**src/rtl/spi_pd_pkg.sv**
```systemverilog
package spi_pd_pkg;
  localparam logic [7:0] OP_RELEASE = 8'hAB;
  localparam logic [7:0] OP_SLEEP   = 8'hB9;

  typedef enum logic [1:0] {
    PWR_STANDBY = 2'd0,
    PWR_DEEP    = 2'd1,
    PWR_WAKE    = 2'd2
  } pwr_state_t;

  // control -> datapath
  typedef struct packed {
    logic sigArm;
  } ctrl_strobe_t;

  // datapath -> control
  typedef struct packed {
    logic       opValid;
    logic [7:0] opcode;
    logic       csRise;
    logic       csFall;
    logic       atOpEnd;
  } dp_event_t;
endpackage

```
**src/rtl/spi_pd_datapath.sv**
```systemverilog
module spi_pd_datapath
  import spi_pd_pkg::*;
#(
  parameter int SIG_W       = 8,
  parameter logic [SIG_W-1:0] SIG_VAL = 8'h12,
  parameter int DUMMY_BYTES = 3,
  parameter int SYNC_STAGES = 2
) (
  input  logic         clk,
  input  logic         rstN,
  input  logic         sckIn,
  input  logic         csNIn,
  input  logic         siIn,
  input  ctrl_strobe_t strobe,
  output dp_event_t    ev,
  output logic         soData,
  output logic         soOe,
  output logic         csHigh
);
  localparam int BYTE_W = $clog2(DUMMY_BYTES + 2);
  localparam int SIDX_W = (SIG_W > 1) ? $clog2(SIG_W) : 1;
  localparam logic [BYTE_W-1:0] OUT_BYTE = BYTE_W'(DUMMY_BYTES + 1);
  localparam logic [2:0] RST_VAL = 3'b010;

  logic [2:0] rawIn;
  logic [2:0] syncd;
  assign rawIn = {siIn, csNIn, sckIn};

  for (genvar g = 0; g < 3; g++) begin : g_sync
    logic [SYNC_STAGES-1:0] pipe;
    always_ff @(posedge clk or negedge rstN) begin
      if (!rstN) pipe <= {SYNC_STAGES{RST_VAL[g]}};
      else       pipe <= {pipe[SYNC_STAGES-2:0], rawIn[g]};
    end
    assign syncd[g] = pipe[SYNC_STAGES-1];
  end

  logic sckS, csS, siS;
  assign sckS = syncd[0];
  assign csS  = syncd[1];
  assign siS  = syncd[2];

  logic sckPrev, csPrev;
  always_ff @(posedge clk or negedge rstN) begin
    if (!rstN) begin
      sckPrev <= 1'b0;
      csPrev  <= 1'b1;
    end else begin
      sckPrev <= sckS;
      csPrev  <= csS;
    end
  end

  logic sckRise, sckFall;
  assign sckRise = sckS & ~sckPrev & ~csS;
  assign sckFall = ~sckS & sckPrev & ~csS;

  // bit and byte framing
  logic [2:0]        bitCnt;
  logic [BYTE_W-1:0] byteCnt;
  logic [6:0]        rxShift;

  always_ff @(posedge clk or negedge rstN) begin
    if (!rstN) begin
      bitCnt  <= '0;
      byteCnt <= '0;
      rxShift <= '0;
    end else if (csS) begin
      bitCnt  <= '0;
      byteCnt <= '0;
    end else if (sckRise) begin
      rxShift <= {rxShift[5:0], siS};
      bitCnt  <= bitCnt + 3'd1;
      if (bitCnt == 3'd7 && byteCnt != OUT_BYTE)
        byteCnt <= byteCnt + 1'b1;
    end
  end

  assign ev.opValid = sckRise && (bitCnt == 3'd7) && (byteCnt == '0);
  assign ev.opcode  = {rxShift, siS};
  assign ev.csRise  = csS & ~csPrev;
  assign ev.csFall  = ~csS & csPrev;
  assign ev.atOpEnd = (byteCnt == BYTE_W'(1)) && (bitCnt == 3'd0);
  assign csHigh     = csS;

  // signature shifter
  logic              sigArmed;
  logic [SIDX_W-1:0] sigIdx;

  always_ff @(posedge clk or negedge rstN) begin
    if (!rstN) begin
      sigArmed <= 1'b0;
      sigIdx   <= '0;
      soData   <= 1'b0;
      soOe     <= 1'b0;
    end else if (csS) begin
      sigArmed <= 1'b0;
      sigIdx   <= '0;
      soOe     <= 1'b0;
    end else begin
      if (strobe.sigArm) sigArmed <= 1'b1;
      if (sckFall && sigArmed && byteCnt == OUT_BYTE) begin
        soData <= SIG_VAL[SIG_W-1-int'(sigIdx)];
        soOe   <= 1'b1;
        if (sigIdx == SIDX_W'(SIG_W - 1)) sigIdx <= '0;
        else                              sigIdx <= sigIdx + 1'b1;
      end
    end
  end
endmodule

```
**src/rtl/spi_pd_ctrl.sv**
```systemverilog
module spi_pd_ctrl
  import spi_pd_pkg::*;
#(
  parameter int WAKE_CYC = 200
) (
  input  logic         clk,
  input  logic         rstN,
  input  logic         busy,
  input  dp_event_t    ev,
  output ctrl_strobe_t strobe,
  output logic         standby,
  output logic         deepPd,
  output logic         wakeErr
);
  localparam int WAKE_W = $clog2(WAKE_CYC + 1);

  pwr_state_t  pwrState;
  logic        pendRel, pendSleep;
  logic [WAKE_W-1:0] wakeCnt;

  logic decodeOk;
  assign decodeOk = ev.opValid && !busy && (pwrState != PWR_WAKE);

  assign strobe.sigArm = decodeOk && (ev.opcode == OP_RELEASE);

  always_ff @(posedge clk or negedge rstN) begin
    if (!rstN) begin
      pwrState  <= PWR_STANDBY;
      pendRel   <= 1'b0;
      pendSleep <= 1'b0;
      wakeCnt   <= '0;
      wakeErr   <= 1'b0;
    end else begin
      wakeErr <= ev.csFall && (pwrState == PWR_WAKE);
      if (decodeOk) begin
        if (ev.opcode == OP_RELEASE)
          pendRel <= 1'b1;
        else if (ev.opcode == OP_SLEEP && pwrState == PWR_STANDBY)
          pendSleep <= 1'b1;
      end
      if (ev.csRise) begin
        pendRel   <= 1'b0;
        pendSleep <= 1'b0;
      end
      case (pwrState)
        PWR_STANDBY:
          if (ev.csRise && pendSleep && ev.atOpEnd) pwrState <= PWR_DEEP;
        PWR_DEEP:
          if (ev.csRise && pendRel) begin
            pwrState <= PWR_WAKE;
            wakeCnt  <= WAKE_W'(WAKE_CYC - 1);
          end
        PWR_WAKE:
          if (wakeCnt == '0) pwrState <= PWR_STANDBY;
          else               wakeCnt  <= wakeCnt - 1'b1;
        default: pwrState <= PWR_STANDBY;
      endcase
    end
  end

  assign standby = (pwrState == PWR_STANDBY);
  assign deepPd  = (pwrState == PWR_DEEP);
endmodule

```
**src/rtl/spi_pd_responder.sv**
```systemverilog
module spi_pd_responder
  import spi_pd_pkg::*;
#(
  parameter int SIG_W       = 8,
  parameter logic [SIG_W-1:0] SIG_VAL = 8'h12,
  parameter int DUMMY_BYTES = 3,
  parameter int SYNC_STAGES = 2,
  parameter int WAKE_CYC    = 200
) (
  input  logic clk,
  input  logic rstN,
  input  logic sckIn,
  input  logic csNIn,
  input  logic siIn,
  input  logic busy,
  output logic soData,
  output logic soOe,
  output logic standby,
  output logic deepPd,
  output logic wakeErr
);
  ctrl_strobe_t strobe;
  dp_event_t    ev;
  logic         csHighS;

  spi_pd_datapath #(
    .SIG_W(SIG_W), .SIG_VAL(SIG_VAL),
    .DUMMY_BYTES(DUMMY_BYTES), .SYNC_STAGES(SYNC_STAGES)
  ) dp_i (
    .clk(clk), .rstN(rstN), .sckIn(sckIn), .csNIn(csNIn), .siIn(siIn),
    .strobe(strobe), .ev(ev), .soData(soData), .soOe(soOe), .csHigh(csHighS)
  );

  spi_pd_ctrl #(.WAKE_CYC(WAKE_CYC)) ctrl_i (
    .clk(clk), .rstN(rstN), .busy(busy), .ev(ev), .strobe(strobe),
    .standby(standby), .deepPd(deepPd), .wakeErr(wakeErr)
  );
endmodule

```
**config.mk**
```make
export PLATFORM = sky130hd
export DESIGN_NAME = spi_pd_responder
export DESIGN_NICKNAME = d
export VERILOG_FILES = /design/src/rtl/spi_pd_pkg.sv /design/src/rtl/spi_pd_datapath.sv /design/src/rtl/spi_pd_ctrl.sv /design/src/rtl/spi_pd_responder.sv
export SDC_FILE = /design/constraint.sdc
export NUM_CORES = 1
export LEC_CHECK = 0
export BUFFER_PORTS_ARGS = -buffer_cell sky130_fd_sc_hd__buf_2
export CAP_MARGIN = 30
export CORE_UTILIZATION = 59
export DETAILED_ROUTE_END_ITERATION = 6
export HOLD_SLACK_MARGIN = 0.15
export PLACE_DENSITY = 0.81
export SYNTH_ARGS = -nofsm -noshare
export SYNTH_HDL_FRONTEND = slang
export SYNTH_SLANG_ARGS = --single-unit
```
**constraint.sdc**
```tcl
create_clock -name clk -period 2.1 [get_ports clk]
set_clock_uncertainty 0.1 [all_clocks]
set_input_delay 0.42 -clock clk [delete_from_list [all_inputs] [get_ports clk]]
set_output_delay 0.42 -clock clk [all_outputs]
set_load 0.1 [all_outputs]
```
# Word level (Yosys, flattened, before mapping)
# Memories as Yosys holds them, arrays and structs flattened. A register that Yosys moved wholly into a read port is not among the register bits.
# Cells that the tools add are included.
[totals]
latch_bits = 0
register_bits = 39
ramBits = 0
elab_cells = 108
mem_count = 1
rom_bits = 8
out_inout_bits = 5
in_bits = 6
[mem_list]
columns = ["memory", "words", "word_bits", "read_ports", "rd_ports_with_merged_regs", "wr", "line_no", "text"]
rows = [
  ["(name not given)", 8, 1, 1, 1, 0, "spi_pd_datapath.sv:103", "soData <= SIG_VAL[SIG_W-1-int'(sigIdx)];"],
]
[op_classes]
eq_ne = 15
addsub = 5
n_lt_le_gt_ge = 0
bitwise_logic = 10
n_mul = 0
n_shift = 0
div = 0
mux = 26
n_reduce_logical = 35
[ops]
columns = ["cell", "n"]
rows = [
  ["$mux W3", 8],
  ["$eq A8 B8 Y1 const B", 2],
  ["$mux W8", 2],
  ["$pmux W8 S2", 1],
  ["$reduce_bool A2 Y1", 8],
  ["$logic_and A1 B1 Y1", 14],
  ["$mux W1", 11],
  ["$add A3 B1 Y3 const B", 3],
  ["$eq A3 B3 Y1 const B", 3],
  ["$reduce_and A3 Y1", 3],
  ["$logic_not A8 Y1", 1],
  ["$reduce_and A2 Y1", 4],
  ["$sub A8 B1 Y8 const B", 1],
  ["$and A1 B1 Y1", 6],
  ["$logic_not A3 Y1", 2],
  ["$mux W2", 3],
  ["$ne A2 B1 Y1 const B", 3],
  ["$ne A2 B2 Y1 const B", 3],
  ["$pmux W2 S3", 1],
  ["$not A1 Y1", 4],
  ["$sub A3 B3 Y4 const A", 1],
  ["$eq A3 B1 Y1 const B", 1],
  ["$ne A3 B3 Y1 const B", 1],
  ["$eq A2 B1 Y1 const B", 1],
  ["other kinds (3)", 4],
]

# Logic depth before layout (Yosys ltp)
# Gate-level depths: netlist (run 1).
[depth]
word_depth = 10
ltp_mapped = 6
ltp_nobuf = 5

# Modules after synthesis
# A second synthesis (run 1) with hierarchy kept.
[hier_totals]
hier_cells = 162
hier_area_um2 = 1920.6
[by_module_without_submodules]
columns = ["mod", "cells_per_inst", "area_each_um2", "seq_area_each_um2", "n_inst"]
rows = [
  ["spi_pd_datapath", 92, 1202.4, 679.4, 1],
  ["spi_pd_ctrl", 70, 718.2, 325.3, 1],
]

# Worst setup path before layout (run 1)
# No wires, ideal clock.
[synth_timing]
path_kind = "register to register"
start = "register ctrl_i.pwrState[0]"
end = "register ctrl_i.pendSleep"
stages_incl_launch_ff = 4
required_ns = 1.890
n_path_buf = 0
arrival_ns = 2.097
synth_period_minus_slack_ns = 2.307
setup_time_ns = 0.110
slack_ns = -0.207
cell_sequence = "dfrtp_1 -> nor2_1 -> nand3b_1 -> o41ai_1"
[synth_via]
elab_chain_cells = 4
elab_cells_between_ends = 7
cone_classes = "1 x eq/ne; 6 x reduce/logical"
[synth_lines]
columns = ["item", "line_no", "text"]
rows = [
  ["start: declaration", "spi_pd_ctrl.sv:17", "pwr_state_t pwrState;"],
  ["start signal: assignment", "spi_pd_ctrl.sv:28", "pwrState <= PWR_STANDBY;"],
  ["start signal: assignment", "spi_pd_ctrl.sv:47", "if (ev.csRise && pendSleep && ev.atOpEnd) pwrState <= PWR_DEEP;"],
  ["start signal: assignment", "spi_pd_ctrl.sv:50", "pwrState <= PWR_WAKE;"],
  ["$logic_not A2 Y1", "-", ""],
  ["named net standby", "spi_pd_responder.sv:18", "output logic standby,"],
  ["$logic_and A1 B1 Y1", "spi_pd_ctrl.sv:38", "else if (ev.opcode == OP_SLEEP && pwrState == PWR_STANDBY)"],
  ["$reduce_bool A2 Y1 (no line)", "-", ""],
  ["$reduce_and A3 Y1 (no line)", "-", ""],
  ["end signal: assignment", "spi_pd_ctrl.sv:30", "pendSleep <= 1'b0;"],
  ["end signal: assignment", "spi_pd_ctrl.sv:39", "pendSleep <= 1'b1;"],
  ["end signal: assignment", "spi_pd_ctrl.sv:43", "pendSleep <= 1'b0;"],
  ["end: declaration", "spi_pd_ctrl.sv:18", "logic pendRel, pendSleep;"],
]
# The timed path passes the listed nets, and every way through them passes these cells.
# A chain may end at the register's enable or synchronous reset.

# Worst setup path after layout (run 1)
[layout_timing]
start = "register ctrl_i.pwrState[0]"
end = "output standby"
[layout_via]
elab_chain_cells = 1
[layout_lines]
columns = ["item", "line_no", "text"]
rows = [
  ["$logic_not A2 Y1", "spi_pd_ctrl.sv:61", "assign standby = (pwrState == PWR_STANDBY);"],
  ["end: declaration", "spi_pd_responder.sv:18", ""],
]
# No other way between the ends.

==> results of run 1 <==
## final timing paths
| path | startpoint | endpoint | slack [ns] | cells past startpoint |
|---|---|---|---|---|
| worst max-delay path | ctrl_i.pwrState[0] | standby | 0.11 | 3 |
| worst min-delay path | dp_i.g_sync[0].pipe[0] | dp_i.g_sync[0].pipe[1] | 0.26 | 0 |
| worst max register to register | ctrl_i.wakeCnt[0] | ctrl_i.wakeCnt[0] | 0.11 | 5 |
| worst min register to register | dp_i.g_sync[0].pipe[0] | dp_i.g_sync[0].pipe[1] | 0.26 | 0 |
| max in group asynchronous | rstN | ctrl_i.pwrState[1] | 0.98 | 3 |
| min in group asynchronous | rstN | dp_i.byteCnt[0] | 0.54 | 3 |
## worst max-delay path: cells and delay by family, from the launching register on
kind | cells | cell delay, ns
buffers and inverters | 2 | 0.59
DFF | 1 | 0.42
and+or+nand+nor | 1 | 0.10
## layer usage
layer  wire length (um)  share of wire
met1               1540           0.46
met3                 84          0.025
met4                 61          0.018
met5                  0              0
met2               1660           0.50
## report_power, final
part	internal (uW)	switching, uW	total, uW
Clock	248	258	506
Sequential	834	48.3	882
Combinational	64.6	51.6	116
Total	1150	357	1500
## kinds of logic after synthesis
family / synth area share
mux: 0.0958
fa+ha+maj: 0.0651
compound gates: 0.103
flops: 0.523
xor+xnor: 0.00912
simple gates: 0.164
buf+inv: 0.0404
## state kept, by name, summed over array words and instances (netlist names), 2 cells and up
| name | cells |
|---|---|
| ctrl_i.wakeCnt | 8 |
| dp_i.rxShift | 7 |
| dp_i.g_sync.pipe | 6 |
| dp_i.bitCnt | 3 |
| dp_i.byteCnt | 3 |
| dp_i.sigIdx | 3 |
| ctrl_i.pwrState | 2 |
## cells in the final DEF (no fill, tap or decap), types with 5 or more instances in the layout
cell type	instances
nor2b_1	5
buf_2	9
dfrtp_1	35
mux2i_1	6
nand2_1	7
clkbuf_4	5
o21ai_0	11
mux2_2	11
inv_1	14
ha_1	10
nor2_1	8
## what timing repair did
action | in CTS | in global routing
gates resized for setup | 1 | 2
setup buffers | 0 | 2
hold buffers | 4 | 0
hold endpoints to repair | 40 | 0
endpoints found under the setup margin | 1 | 1
## per-stage QoR
step	power, uW	instances	worst slack (ns)
finish	1500	232	0.110
global route	1580	232	0.0312
CTS	1520	230	0.0334
detailed placement	1010	218	0.140
global placement	1000	218	0.222
floorplan	962	167	0.0950
## final cells by class
cell class	count	area, um^2	share of cell area
Multi-Input combinational cell	107	841	0.387
Clock buffer	5	37.5	0.0173
Timing Repair Buffer	18	135	0.0621
Sequential cell	40	1010	0.463
Clock inverter	3	42.5	0.0196
Tap cell	44	55.1	0.0253
Inverter	15	56.3	0.0259
==> summary.md, run 1 <==
| Metric | Value |
|---|---|
| Number of global-route vias before repair | `1304` |
| Die area | `3490 um^2` |
| CTS Sinks | `40` |
| Crit path max fanout | `6` |
| WP data arrival | `1.47 ns` |
| Critical Path Sink Type | `primary output` |
| Max Slew Vio Count | `0` |
| RSZ-0062 raised after global routing | `no` |
| N_diodes | `0` |
| GR Layer Usage met1 | `0.289` |
| Crit start category | `register` |
| Post-Synthesis Cells | `167` |
| FFs w/ async S/R, synth | `1.00` |
| Worst path max stage delay | `0.44 ns` |
| RePlAce Congestion | `0.820` |
| Top cells by area, synth | `dfrtp_1 (48%), ha_1 (6.5%), mux2_2 (6.4%)` |
| CTS root buf | `clkbuf_4` |
| Final instance area | `2170 um^2` |
| Count leader, synth | `dfrtp_1` |
| Initial Util | `0.624` |
| Top-area cell type share of the netlist area | `0.482` |
| Crit-path slowest cell | `buf_2` |
| Min Clock Period, post-route | `1.99 ns` |
| Number of H-tree levels | `2` |
| Ports | `11` |
| Syn Area/Cell | `11.5 um^2` |
| Yosys top cell by area | `dfrtp_1` |
| Synthesized area | `1920 um^2` |
| Count of final setup violators | `0` |
| Total global routing overflow | `0` |
| Pin slew with the least headroom to its limit | `approximately 0.5 ns` |
| Share of cells above drive strength 1 | `0.266` |
| Largest net degree at the start of global routing | `41` |
| Total routed wirelength | `3350 um` |
| Setup CP Type | `register to primary output` |
| LEAKAGE | `0.00101 uW` |
| DR vias/cell | `5.66` |
| Final critical-path share of the clock period | `0.948` |
| Synth Warn # | `0` |
| Most used routing layer | `met2` |
| CP Cell Sequence | `buf_4 > nor2_2 > buf_2` |
| Flop and latch count out of synthesis | `40` |
| TNS Setup | `0 ns` |
| Worst-case clock buffer depth | `2` |
| Dominant synthesized flop cell | `dfrtp_1` |
| Worst-path clk slew | `0.12 ns` |
| Post-DP Area | `~2000 um^2` |
| Maximum vdd drop | `approximately 0.64 mV` |
| EDFF count, synth | `0` |
| Commonest cells post-synth | `dfrtp_1 (37), inv_1 (15), mux2_2 (11), o21ai_0 (11), ha_1 (10)` |
| Area of the core | `3080 um^2` |
| WHS | `0.263 ns` |
| Total CTS buffers | `5` |
| Die W | `59.1 um` |
| Pre-antenna DRT Iters | `6` |
| Die Y | `59.1 um` |
| Post-route ant nets | `0` |
| Area Growth Syn to Fin | `13.2%` |
| Worst EP required | `1.58 ns` |
| Register area share after synthesis | `0.523` |
| Achievable Freq | `around 500 MHz` |
| M3 GR Usage | `0.0459` |
| CTS tree | `built` |
| DRC errors left | `0` |
| Final Hold Fails | `0` |
| Pwr/cell area | `a little under 700 nW/um^2` |
| GR Layer Usage met2 | `0.380` |
| Min-Delay Path Class | `register to register` |
| Relative slew slack | `0.668` |
| Outcome | `completed` |
| Clk_lat worst skew | `0.35 ns` |
| DP Wirelength | `2370 um` |
| Number of port buffers | `10` |
| Core Util, Final | `0.707` |
| Distinct cells, synth | `46` |
| Initial antenna violation count | `0` |
| Wire length per cell | `between 10 and 15 um` |
| Number of DRC markers in iteration 0 | `78` |
| Vias | `1313` |
| Max-cap violations | `0` |
| Nets | `203` |
| Mapped Nets | `183` |
| Fillers | `about 210` |
| Std cell rows | `20` |
| All-layer global routing usage | `0.229` |
| First-pass GRT wire length | `around 5700 um` |
Note: power is estimated with default switching activity, not from simulation.
==> run 2, diff against run 1 <==
- CELL_PAD_IN_SITES_DETAIL_PLACEMENT: default -> 1
- CELL_PAD_IN_SITES_GLOBAL_PLACEMENT: default -> 1
- CORE_UTILIZATION: 59 -> 48
- HOLD_SLACK_MARGIN: 0.15 -> 0.08
- TNS_END_PERCENT: default -> 5
==> run 2 against run 1 <==
  * Global-route usage down 1.3 points
  * Clock-buffer cell count up 1
  * Worst hold slack worse by 0.15 ns
  * Flip-flop and latch count unchanged
  * Cell area up 0.34%
  * Critical path depth unchanged
  * Largest cell class unchanged
  * Largest power group unchanged
  * Highest routed layer unchanged
==> summary.md, run 2 (synthesis results as in run 1) <==
| Metric | Value |
|---|---|
| Outcome | `completed` |
| Most common cell after layout, fill and taps aside | `dfrtp_1` |
| RePlAce Congestion | `0.821` |
| Worst Reg-to-Reg Cells | `5` |
| Worst EP required | `1.58 ns` |
| Worst-path clk slew | `0.08 ns` |
| Post-route ant nets | `0` |
| Pre-antenna DRT Iters | `4` |
| Core Util, Final | `0.583` |
| Crit path max fanout | `9` |
| Initial Util | `0.513` |
| WHS | `approximately 0.12 ns` |
| Number of post-CTS setup repair buffers | `0` |
| Number of global-route vias before repair | `1430` |
| Pwr/cell area | `between 700 and 800 nW/um^2` |
| Number of port buffers | `10` |
| Count of final setup violators | `0` |
| Min-Delay Path Class | `primary input to register` |
| Top reg by flops | `ctrl_i.wakeCnt` |
| Max Slew Vio Count | `0` |
| Worst setup path startpoint | `ctrl_i.pwrState[0]` |
| First-pass GRT wire length | `about 6700 um` |
| Crit start category | `register` |
| Initial antenna violation count | `0` |
| Crit path to | `deepPd` |
| LEAKAGE | `0.00102 uW` |
| Final critical-path share of the clock period | `0.951` |
| DP Wirelength | `between 2000 and 3000 um` |
| R2r endpoint | `ctrl_i.wakeCnt[0]` |
| Regs by FF count | `ctrl_i.wakeCnt (8), dp_i.rxShift (7), dp_i.g_sync.pipe (6)` |
| Ports | `11` |
| Relative slew slack | `0.673` |
| Total CTS buffers | `5` |
| Setup CP Type | `register to primary output` |
| All-layer global routing usage | `0.216` |
| CTS tree | `built` |
| Min Clock Period, post-route | `2.00 ns` |
| Reg area | `around 1000 um^2` |
| WP data arrival | `1.48 ns` |
| Maximum vdd drop | `0.574 mV` |
| Reg2reg start | `ctrl_i.wakeCnt[0]` |
| DR vias/cell | `5.66` |
| Most frequent cells in the layout | `dfrtp_1 (36), inv_1 (15), mux2_2 (11), o21ai_0 (11), ha_1 (10)` |
| RSZ-0062 raised after global routing | `no` |
| Largest net degree at the start of global routing | `20` |
| Number of DRC markers in iteration 0 | `57` |
| Die W | `65.3 um` |
| Die Y | `65.3 um` |
| Area of the core | `3740 um^2` |
| Critical Path Sink Type | `primary output` |
| Max-cap violations | `0` |
| Area Growth Syn to Fin | `13.6%` |
| Clk_lat worst skew | `0.30 ns` |
| Fillers | `between 400 and 500` |
| Pin slew with the least headroom to its limit | `0.494 ns` |
| N_diodes | `0` |
| DRC errors left | `0` |
| Share of cells above drive strength 1 | `0.255` |
| Nets | `199` |
| Total global routing overflow | `0` |
| Tot Pwr | `~1700 uW` |
| Max FFs per register | `8` |
| CTS Sinks | `40` |
| Final Hold Fails | `0` |
| Std cell rows | `22` |
| Flop-to-flop setup slack | `0.11 ns` |
| TNS Setup | `0 ns` |
| Wire length per cell | `17.0 um` |
| Achievable Freq | `501 MHz` |
| Worst-case clock buffer depth | `2` |
| Total routed wirelength | `slightly below 4000 um` |
| Die area | `4260 um^2` |
| Number of H-tree levels | `2` |
| CTS root buf | `clkbuf_8` |
| Vias | `1313` |
| Area occupied by multi-input gates | `841 um^2` |
-- run 2: cell count changes in the layout (fill, tap and decap cells not counted), sizes merged --
cell	previous run	this run
dlygate4sd3	4	1
clkinvlp	1	0
buf	14	13
clkbuf	5	6
-- run 2: critical path: stages, from the launching register on --
cell     delay [ns]
dfrtp_2        0.44
or2b_2         0.39
inv_1          0.15
buf_12         0.19
-- run 2: repair_timing --
item                                   4_1_cts  5_1_grt
endpoints found under the hold margin       17        0
hold buffers                                 1        0
gates resized for setup                      0        1
setup endpoints to repair                    0        1
-- run 2: layout make-up --
cell class / instances / area share
Clock buffer: 6 / 0.0378
Inverter: 15 / 0.0258
Tap cell: 48 / 0.0275
Clock inverter: 2 / 0.0178
Sequential cell: 40 / 0.461
Timing Repair Buffer: 14 / 0.0447
Multi-Input combinational cell: 107 / 0.385
-- run 2: how the worst min path moves through the flow --
stage | cells after the start | slack, ns | end | from
global route | 1 | 0.10 | dp_i.g_sync[1].pipe[0] | csNIn
CTS | 1 | 0.11 | dp_i.g_sync[1].pipe[0] | csNIn
floorplan | 0 | 0.02 | ctrl_i.pendRel | rstN
global placement | 0 | 0.23 | dp_i.g_sync[0].pipe[1] | dp_i.g_sync[0].pipe[0]
finish | 1 | 0.12 | dp_i.g_sync[1].pipe[0] | csNIn
detailed placement | 0 | 0.24 | dp_i.g_sync[0].pipe[1] | dp_i.g_sync[0].pipe[0]
-- run 2: power by group --
group          switching [uW]  internal (uW)  leakage [uW]  total [uW]
combinational            55.9           62.2      0.000432         118
clock                     277            388     0.0000614         665
sequential               53.0            834      0.000525         887
-- run 2: routing by layer --
| metal | vias to the layer above | share of wire | global-route usage |
|---|---|---|---|
| met1 | 674 | 0.44 | 0.264 |
| met2 | 12 | 0.52 | 0.362 |
| met5 | - | 0 | 0 |
| met3 | 6 | 0.025 | 0.0625 |
| li1 | 621 | - | - |
| met4 | 0 | 0.015 | 0.0788 |
-- run 2: per-stage QoR --
step	worst slack (ns)	cell area, um^2	instances
after floorplan	0.0950	1920	167
after global placement	0.222	2050	223
after detailed placement	0.114	2050	223
after CTS	0.0344	2180	232
after global routing	0.0141	2180	232
final	0.102	2180	232
==> run 3, diff against run 2 <==
- PLACE_DENSITY: 0.81 -> default
- PLACE_DENSITY_LB_ADDON: default -> 0.12
==> run 3 against run 2 <==
  * Cell count fell by 0.43%
  * Worst hold slack better by 0.012 ns
  * Sequential power is essentially flat
  * Register-to-register slack better by 0.08 ns
  * Cell area shrank 1.1%
  * Routed wire length down 4.9%
  * Flip-flop and latch count did not move
  * Critical endpoint unchanged
  * Largest power group unchanged
==> summary.md, run 3 (synthesis results as in run 1) <==
| Metric | Value |
|---|---|
| LEAKAGE | `0.00100 uW` |
| Setup CP Type | `register to primary output` |
| Maximum vdd drop | `0.482 mV` |
| Core Util, Final | `0.577` |
| Number of global-route vias before repair | `1440` |
| Achievable Freq | `504 MHz` |
| Die Y | `approximately 65 um` |
| CP Cell Sequence | `or2b_2 > inv_1 > buf_12` |
| Relative slew slack | `0.679` |
| Area of the core | `3740 um^2` |
| Crit path max fanout | `9` |
| Die W | `approximately 65 um` |
| Pin slew with the least headroom to its limit | `about 0.48 ns` |
| Top reg by flops | `ctrl_i.wakeCnt` |
| Area occupied by multi-input gates | `843 um^2` |
| CTS root buf | `clkbuf_8` |
| Reg area | `1010 um^2` |
| Share of cells above drive strength 1 | `0.240` |
| Number of H-tree levels | `2` |
| Post-route ant nets | `0` |
| Final critical-path share of the clock period | `0.944` |
| Worst path max stage delay | `0.44 ns` |
| Min Clock Period, post-route | `roughly 2.0 ns` |
| Fillers | `about 420` |
| CTS Sinks | `40` |
| All-layer global routing usage | `0.210` |
| Final Hold Fails | `0` |
| TNS Setup | `0 ns` |
| Worst EP required | `1.58 ns` |
| RePlAce Congestion | `0.790` |
| DR vias/cell | `between 5 and 6` |
| RSZ-0062 raised after global routing | `no` |
| Most common cell after layout, fill and taps aside | `dfrtp_1` |
| Largest net degree at the start of global routing | `23` |
| Die area | `4260 um^2` |
| Std cell rows | `22` |
| Crit-path slowest cell | `dfrtp_1` |
| Worst slack, placed | `between 0.1 and 0.15 ns` |
| Number of port buffers | `10` |
| Pre-antenna DRT Iters | `4` |
| WP data arrival | `1.46 ns` |
| Min-Delay Path Class | `primary input to register` |
| Regs by FF count | `ctrl_i.wakeCnt (8), dp_i.rxShift (7), dp_i.g_sync.pipe (6)` |
| Worst-case clock buffer depth | `2` |
| Total CTS buffers | `5` |
| Initial antenna violation count | `0` |
| DRC errors left | `0` |
| Nets | `198` |
| Clk_lat worst skew | `between 0.2 and 0.3 ns` |
| Ports | `11` |
| Pwr/cell area | `703 nW/um^2` |
| CTS tree | `built` |
| Outcome | `completed` |
| Worst-path clk slew | `0.07 ns` |
| Max Slew Vio Count | `0` |
| Number of DRC markers in iteration 0 | `46` |
| Critical Path Sink Type | `primary output` |
| Crit start category | `register` |
| Max FFs per register | `8` |
| Count of final setup violators | `0` |
| N_diodes | `0` |
| DP Wirelength | `around 2800 um` |
| Total global routing overflow | `0` |
| First-pass GRT wire length | `6710 um` |
| Max-cap violations | `0` |
| Wire length per cell | `16.2 um` |
| Vias | `1288` |
| Initial Util | `0.513` |
| Area Growth Syn to Fin | `12.4%` |
| Total routed wirelength | `3750 um` |
| Final WS setup | `0.118 ns` |
| Number of post-CTS setup repair buffers | `0` |
| Most frequent cells in the layout | `dfrtp_1 (36), inv_1 (15), mux2_2 (11), o21ai_0 (11), ha_1 (10)` |
## run 3: cell count changes in the layout (fill, tap and decap cells not counted)
| cell | change |
|---|---|
| buf_12 | +1 |
| clkinv_4 | -1 |
| bufinv_16 | -1 |
| or3b_2 | -1 |
| clkbuf_1 | +2 |
| buf_4 | -2 |
| or3b_4 | +1 |
## run 3: critical path, delay by kind of cell (launching register included)
kind | cells | cell delay (ns)
buffers and inverters | 2 | 0.34
AND/OR/NAND/NOR | 1 | 0.40
flip-flops | 1 | 0.44
## run 3: layout make-up
cell class,count,share of cell area
inverter,15,0.0261
multi-input combinational,107,0.391
sequential,40,0.466
clock buffer,8,0.0417
timing repair buffer,13,0.0475
tap,48,0.0278
## run 3: what timing repair did
action | 4_1_cts | 5_1_grt
endpoints found under the setup margin | 0 | 2
resized for setup | 0 | 2
hold buffers | 1 | 0
endpoints found under the hold margin | 17 | 0
## run 3: final timing paths
path	slack, ns	to	from	cells past startpoint
min in group asynchronous	0.52	dp_i.bitCnt[2]	rstN	2
worst min register to register	0.25	dp_i.g_sync[2].pipe[1]	dp_i.g_sync[2].pipe[0]	0
max in group asynchronous	0.82	dp_i.g_sync[1].pipe[0]	rstN	3
worst min-delay path	0.13	dp_i.g_sync[1].pipe[0]	csNIn	1
worst max-delay path	0.12	deepPd	ctrl_i.pwrState[1]	3
worst max register to register	0.19	ctrl_i.wakeCnt[0]	ctrl_i.wakeCnt[3]	3
## run 3: stage by stage
step           hold slack [ns]  cells  total power, uW  cell area [um^2]
2_1_floorplan           0.0244    167              962              1920
3_3_place_gp             0.238    222             1010              2050
3_5_place_dp             0.236    222             1020              2050
4_1_cts                  0.119    231             1530              2150
5_1_grt                  0.113    231             1590              2160
6_report                 0.130    231             1520              2160
## run 3: per-layer routing
| layer | GRT usage | wire length [um] |
|---|---|---|
| met1 | 0.296 | 1840 |
| met2 | 0.321 | 1750 |
| met3 | 0.0521 | 120 |
| met4 | 0.0598 | 34 |
| met5 | 0 | 0 |
## run 3: report_power, final
group	total, uW	internal, uW	switching [uW]	leakage (uW)
Clock	516	268	248	0.0000455
Sequential	885	835	50.8	0.000525
Combinational	115	63.1	51.6	0.000431
